<file path="src/rtl/pen_power_ctl.sv">
module pen_power_ctl #(
  parameter int SYNC_STAGES = 2,
  parameter logic [1:0] PD_RESET = 2'b10
) (
  input  logic       clk,
  input  logic       rst_n,
  input  logic       touch_in,
  input  logic [1:0] pd_code,
  input  logic       pd_load,
  input  logic       start_det,
  input  logic       dclk_fall4,
  input  logic       eoc,
  output logic       pen_irq_drv,
  output logic       pen_irq_n,
  output logic       adc_pwr_en,
  output logic       yneg_drv_on
);

  logic [SYNC_STAGES-1:0] sync_q;
  logic [1:0] pd_q;
  logic [1:0] busy_cnt;
  logic [1:0] busy_nxt;
  logic       masked_q;
  logic       hold_q;
  logic       armed;
  logic       touch_s;

  always_ff @(posedge clk or negedge rst_n)
    if (!rst_n) sync_q <= '0;
    else        sync_q <= {sync_q[SYNC_STAGES-2:0], touch_in};

  assign touch_s = sync_q[SYNC_STAGES-1];

  always_ff @(posedge clk or negedge rst_n)
    if (!rst_n)       pd_q <= PD_RESET;
    else if (pd_load) pd_q <= pd_code;

  always_comb begin
    busy_nxt = busy_cnt;
    if (eoc && busy_cnt != 2'd0) busy_nxt = busy_nxt - 2'd1;
    if (start_det && busy_nxt != 2'd2) busy_nxt = busy_nxt + 2'd1;
  end

  always_ff @(posedge clk or negedge rst_n)
    if (!rst_n) begin
      busy_cnt <= 2'd0;
      masked_q <= 1'b0;
      hold_q   <= 1'b0;
    end else begin
      busy_cnt <= busy_nxt;
      if (start_det)
        masked_q <= 1'b1;
      else if (eoc && busy_nxt == 2'd0)
        masked_q <= 1'b0;
      if (start_det)
        hold_q <= pen_irq_drv;
      else if (dclk_fall4)
        hold_q <= 1'b0;
    end

  assign armed       = !masked_q && !pd_q[0];
  assign pen_irq_drv = hold_q || (armed && touch_s);
  assign pen_irq_n   = pen_irq_drv ? 1'b0 : 1'b1;
  assign adc_pwr_en  = pd_q[1] || (busy_cnt != 2'd0);
  assign yneg_drv_on = armed;


  start_masks_chk: assert property (@(posedge clk) disable iff (!rst_n)
    start_det |=> !yneg_drv_on);


  edge4_release_chk: assert property (@(posedge clk) disable iff (!rst_n)
    (dclk_fall4 && !start_det && (masked_q || pd_q[0]) && !eoc && !pd_load) |=> pen_irq_n);


  power_hold_chk: assert property (@(posedge clk) disable iff (!rst_n)
    (pd_load && pd_code[1]) |=> adc_pwr_en);


  rearm_chk: assert property (@(posedge clk) disable iff (!rst_n)
    (eoc && !start_det && !pd_load && busy_cnt == 2'd1 && pd_q == 2'b00) |=> (yneg_drv_on && !adc_pwr_en));


  overlap_chk: assert property (@(posedge clk) disable iff (!rst_n)
    (start_det && busy_cnt != 2'd0) |=> (adc_pwr_en && !yneg_drv_on));


  always_comb
    if (rst_n) complement_chk: assert (pen_irq_n == !pen_irq_drv);

endmodule

</file>
<file path="config.mk">
export PLATFORM = sky130hd
export DESIGN_NAME = pen_power_ctl
export DESIGN_NICKNAME = d
export VERILOG_FILES = /design/src/rtl/pen_power_ctl.sv
export SDC_FILE = /design/constraint.sdc
export NUM_CORES = 1
export LEC_CHECK = 0
export CAP_MARGIN = 20
export CORE_AREA = 3 3 40 42
export DETAILED_ROUTE_END_ITERATION = 8
export DIE_AREA = 0 0 43 45
export PLACE_DENSITY = 0.63
export SLEW_MARGIN = 20
export SYNTH_ARGS = -nofsm -noshare
export SYNTH_HDL_FRONTEND = slang
export SYNTH_SLANG_ARGS = --single-unit
</file>
<file path="constraint.sdc">
create_clock -name clk -period 2.3 [get_ports clk]
set_input_delay 0.46 -clock clk [delete_from_list [all_inputs] [get_ports clk]]
set_output_delay 0.46 -clock clk [all_outputs]
set_load 0.02 [all_outputs]
</file>
# == After elaboration in Yosys (flattened, before gate mapping) ==
# Cells that the tools add are included.
# word_totals
reg_bits,8
latchBits,0
ramBits,0
mem_bits_ro,0
out_inout_bits,4
elab_cells,28
mem_count,0
# op_classes
add_sub_neg,2
mul,0
div_mod_pow,0
magnitude_cmp,0
eq_ne,1
n_shift,0
mux,7
bitwise,0
n_reduce_logical,13
# ops
operator,count
nonzero test 2 bit,3
logical AND 1 bit,5
2-to-1 mux 1 bit,5
2-to-1 mux 2 bit,2
adder 2 x 1 -> 2 bit (second input constant),1
zero test 1 bit,2
zero test 2 bit,1
logical OR 1 bit,2
!= test 2 bit (second input constant),1
subtractor 2 x 1 -> 2 bit (second input constant),1

# == Longest topological paths before layout ==
# logic_depth
ltp_word,10
ltp_mapped,8
depth_no_buf,8

# == Worst setup path after synthesis ==
# No wires, ideal clock.
# synth_timing
kind,register to register
from,register busy_cnt[0]
to,register busy_cnt[1]
setup_ns,0.125
t_arrival_ns,1.696
slack_ns,0.479
path_stages_with_launch,9
path_cell_list,dfrtp_1 > inv_1 > ha_1 > nand2b_4 > mux2_4 > inv_1 > ha_1 > and2b_1 > mux2i_4
# synth_between
elab_chain_len,6
# synth_rtl
element,line_no,text
"start, declared",21,logic [1:0] busy_cnt;
"start signal, assigned",50,busy_cnt <= busy_nxt;
branches (longest 2 deep; another with subtractor 2 x 1 -> 2 bit),-,
2-to-1 mux 2 bit *,40,if (eoc && busy_cnt != 2'd0) busy_nxt = busy_nxt - 2'd1;
branches (longest 2 deep; another with adder 2 x 1 -> 2 bit),-,
2-to-1 mux 2 bit *,41,if (start_det && busy_nxt != 2'd2) busy_nxt = busy_nxt + 2'd1;
named net busy_nxt[1],22,logic [1:0] busy_nxt;
# Mark *: on every way through the listed nets, which the timed path passes.
# A chain may end at the register's enable or synchronous reset.

# == Worst setup path in the final report ==
# layout_timing
from,register pd_q[0]
to,output port pen_irq_drv
# layout_between
elab_chain_len,4
# layout_rtl
element,line_no,text
"start, declared",20,logic [1:0] pd_q;
"start signal, assigned",36,else if (pd_load) pd_q <= pd_code;
zero test 1 bit,61,assign armed = !masked_q && !pd_q[0];
logical AND 1 bit,61,
logical AND 1 bit,62,assign pen_irq_drv = hold_q || (armed && touch_s);
logical OR 1 bit,62,
"end, declared",13,"output logic pen_irq_drv,"
# Every way passes these cells.

==> impl_metrics.json <==
{
  "status": "complete, no violations",
  "htreeDepth": 1,
  "setup_tns_ns": 0,
  "ir_worst_vdd_mv": 0.4727,
  "met3_usage_pct": 5.976,
  "post_synth.cell_area_avg_um2": 12.92,
  "core-area_mm2": 0.001285,
  "worstPathCellList": "nor2_1 -> a21oi_1 -> inv_1 -> clkdlybuf4s50_1",
  "regArea_um2": 201.4,
  "synth_seq_area_share_pct": 50.31,
  "cp.arrival_ns": 1.55,
  "setup_violations": 0,
  "finalClockSkew_ns": 0.01464,
  "dp.cells": 58,
  "ys_types": 17,
  "post_cts_buffers": 0,
  "multi_input_comb_area_um2": 180.2,
  "power.density_mw_per_mm2": 1202,
  "cts.sinks": 8,
  "p_switching_mw": 0.2332,
  "syn_area_um2": 400.4,
  "crit_path_max_incr_delay_ns": 0.59,
  "timing.setup.critical_path_class": "register to primary output",
  "cts_buffer_depth": 2,
  "cpLargestDelayFamily": "buffers and inverters",
  "dp_slack_ns": 0.1438,
  "routed_wl_um": 707,
  "seqPwrFrac_pct": 28.1,
  "layout-drive-gt1-share_pct": 23.40,
  "grt_pass1_wl_mm": 1.145,
  "yosysTopAreaCell": "dfrtp_1",
  "viasPerCell": 4.500,
  "synth_edf_count": 0,
  "syn_inst": 31,
  "worstSkewPairLatency_ns": 0.26,
  "yosysWarnings": 0,
  "synth_common_cells": "dfrtp_1 (7), inv_1 (5)",
  "drtIter0Drc": 0,
  "fill_cells": 131,
  "synthesis.nets": 42,
  "grt_use_total_pct": 8.846,
  "layout.cells.non_filler": 62,
  "synthTopCellsByArea": "dfrtp_1 (44%), dfstp_2 (6.6%), ha_1 (6.3%)",
  "die_area_mm2": 0.001935,
  "hold_viol": 0,
  "p_int_mw": 0.4496,
  "cp_data_required_time_ns": 1.84,
  "worst-path-max-fanout": 3,
  "gp_congestion": 0.6772,
  "die_w_um": 43,
  "path_buf_inv": 2,
  "remaining_drc_errors": 0,
  "dp_hpwl_um": 556.5,
  "drtPass1Iterations": 1,
  "cts_hold_buffers": 0,
  "combPwrFrac_pct": 54.5,
  "holdWs_ns": 0.3474,
  "crit_path_start_kind": "register",
  "period_share_pct": 87.26,
  "antenna_found_initial": 0,
  "clkPwrFrac_pct": 17.3,
  "pin_count": 13,
  "grt_setup_unrepaired": "no",
  "cts-root-buf": "clkbuf_4",
  "layout_min_cycle_time_ns": 2.007,
  "crit_slowest_cell": "clkdlybuf4s50_1",
  "post-synth-top-area-fraction_pct": 43.75,
  "nets": 59,
  "min_path_type": "register to register",
  "slew_violations": 0,
  "vias": 279,
  "async_reset_ff_share_pct": 100.0,
  "area_growth_pct": 41.88,
  "endpoint_kind": "primary output",
  "path_clk_slew_ns": 0.06,
  "core.rowCount": 13,
  "fp.dieH_um": 45,
  "grt-ovfl-total": 0,
  "drv_cap": 0,
  "clock.fmax_ghz": 0.4983,
  "grt_pass1_vias": 279,
  "wl_per_cell_um": 11.40,
  "ant_nets": 0,
  "postLayoutSetupSlackWorst_ns": 0.2930,
  "diodes": 0,
  "slew_headroom_pct": 77.38,
  "grtUsageMet1_pct": 7.481,
  "cts_buffers": 3,
  "busiest_layer": "met2",
  "grt.met2_usage_pct": 15.27,
  "p_leak_nw": 0.2569,
  "numPortBuffers": 12,
  "grt_max_degree": 9,
  "sw_frac_of_total_pct": 34.16,
  "ys_ff_latch": 8,
  "synth.most_common_cell": "dfrtp_1",
  "cts_tree": "built",
  "start_util_pct": 31.16,
  "worstMarginPinSlew_ns": 0.3383,
  "synth_top_flop_cell": "dfrtp_1"
}
==> power groups by stage <==
| stage | clock, mW | combinational (mW) | sequential (mW) |
|---|---|---|---|
| finish | 0.118 | 0.372 | 0.192 |
| global route | 0.126 | 0.408 | 0.194 |
| CTS | 0.124 | 0.381 | 0.193 |
| detailed placement | 0 | 0.376 | 0.195 |
| global placement | 0 | 0.365 | 0.194 |
| floorplan | 0 | 0.292 | 0.190 |
==> cell type report <==
cell class                 instances  area share, %
clock buffer                       4          4.626
tap                               15          3.304
multi-input combinational         18          31.72
inverter                           5          3.304
timing repair buffer              12          21.59
sequential                         8          35.46
==> through the flow <==
stage	util, %	power [mW]	cell area [um^2]
floorplan	-	0.4821	400.4
global placement	41.97	0.5593	539.3
detailed placement	41.97	0.5713	539.3
CTS	44.01	0.6974	565.5
global route	44.21	0.7279	568.0
finish	44.21	0.6828	568.0
==> flip-flops by register name, indices dropped and copies added (netlist names) <==
| signal | cells |
|---|---|
| busy_cnt | 2 |
| hold_q | 1 |
| pd_q | 2 |
| sync_q | 2 |
| masked_q | 1 |
==> logic make-up after synthesis <==
family | Yosys count | synth area share, %
buf+inv | 5 | 4.688
mux | 4 | 15.00
flops | 8 | 50.31
fa+ha+maj | 2 | 6.249
compound gates | 3 | 4.688
simple gates | 7 | 12.82
xor+xnor | 2 | 6.251
==> layer usage <==
layer  vias up  part of all wire (%)  wire length, um
met3         5                    11               77
met4         0                   2.3               16
met1       129                    38              267
li1        135                     -                -
met5         -                     0                0
met2        10                    49              346
==> placed cells by master (no fill, tap or decap), drive strengths merged, types with 2 or more instances in the layout <==
cell,n
clkdlybuf4s50,11
dfrtp,7
inv,5
clkbuf,4
mux2,3
nor2,2
a21oi,2
ha,2
xnor2,2
==> path summary, 6_finish.rpt <==
kind	startpoint	to	slack, ns	cells past startpoint
max	pd_q[0]	pen_irq_drv	0.29	4
min	sync_q[0]	sync_q[1]	0.35	0
max reg2reg	busy_cnt[0]	busy_cnt[1]	0.33	8
min reg2reg	sync_q[0]	sync_q[1]	0.35	0
max in group asynchronous	rst_n	pd_q[1]	1.53	1
min in group asynchronous	rst_n	masked_q	0.46	1
==> repair_timing <==
action	4_1_cts	5_1_grt
setup endpoints to repair	0	1
resized for setup	0	1
endpoints found under the hold margin	0	0
(Power assumes the default switching activity.)
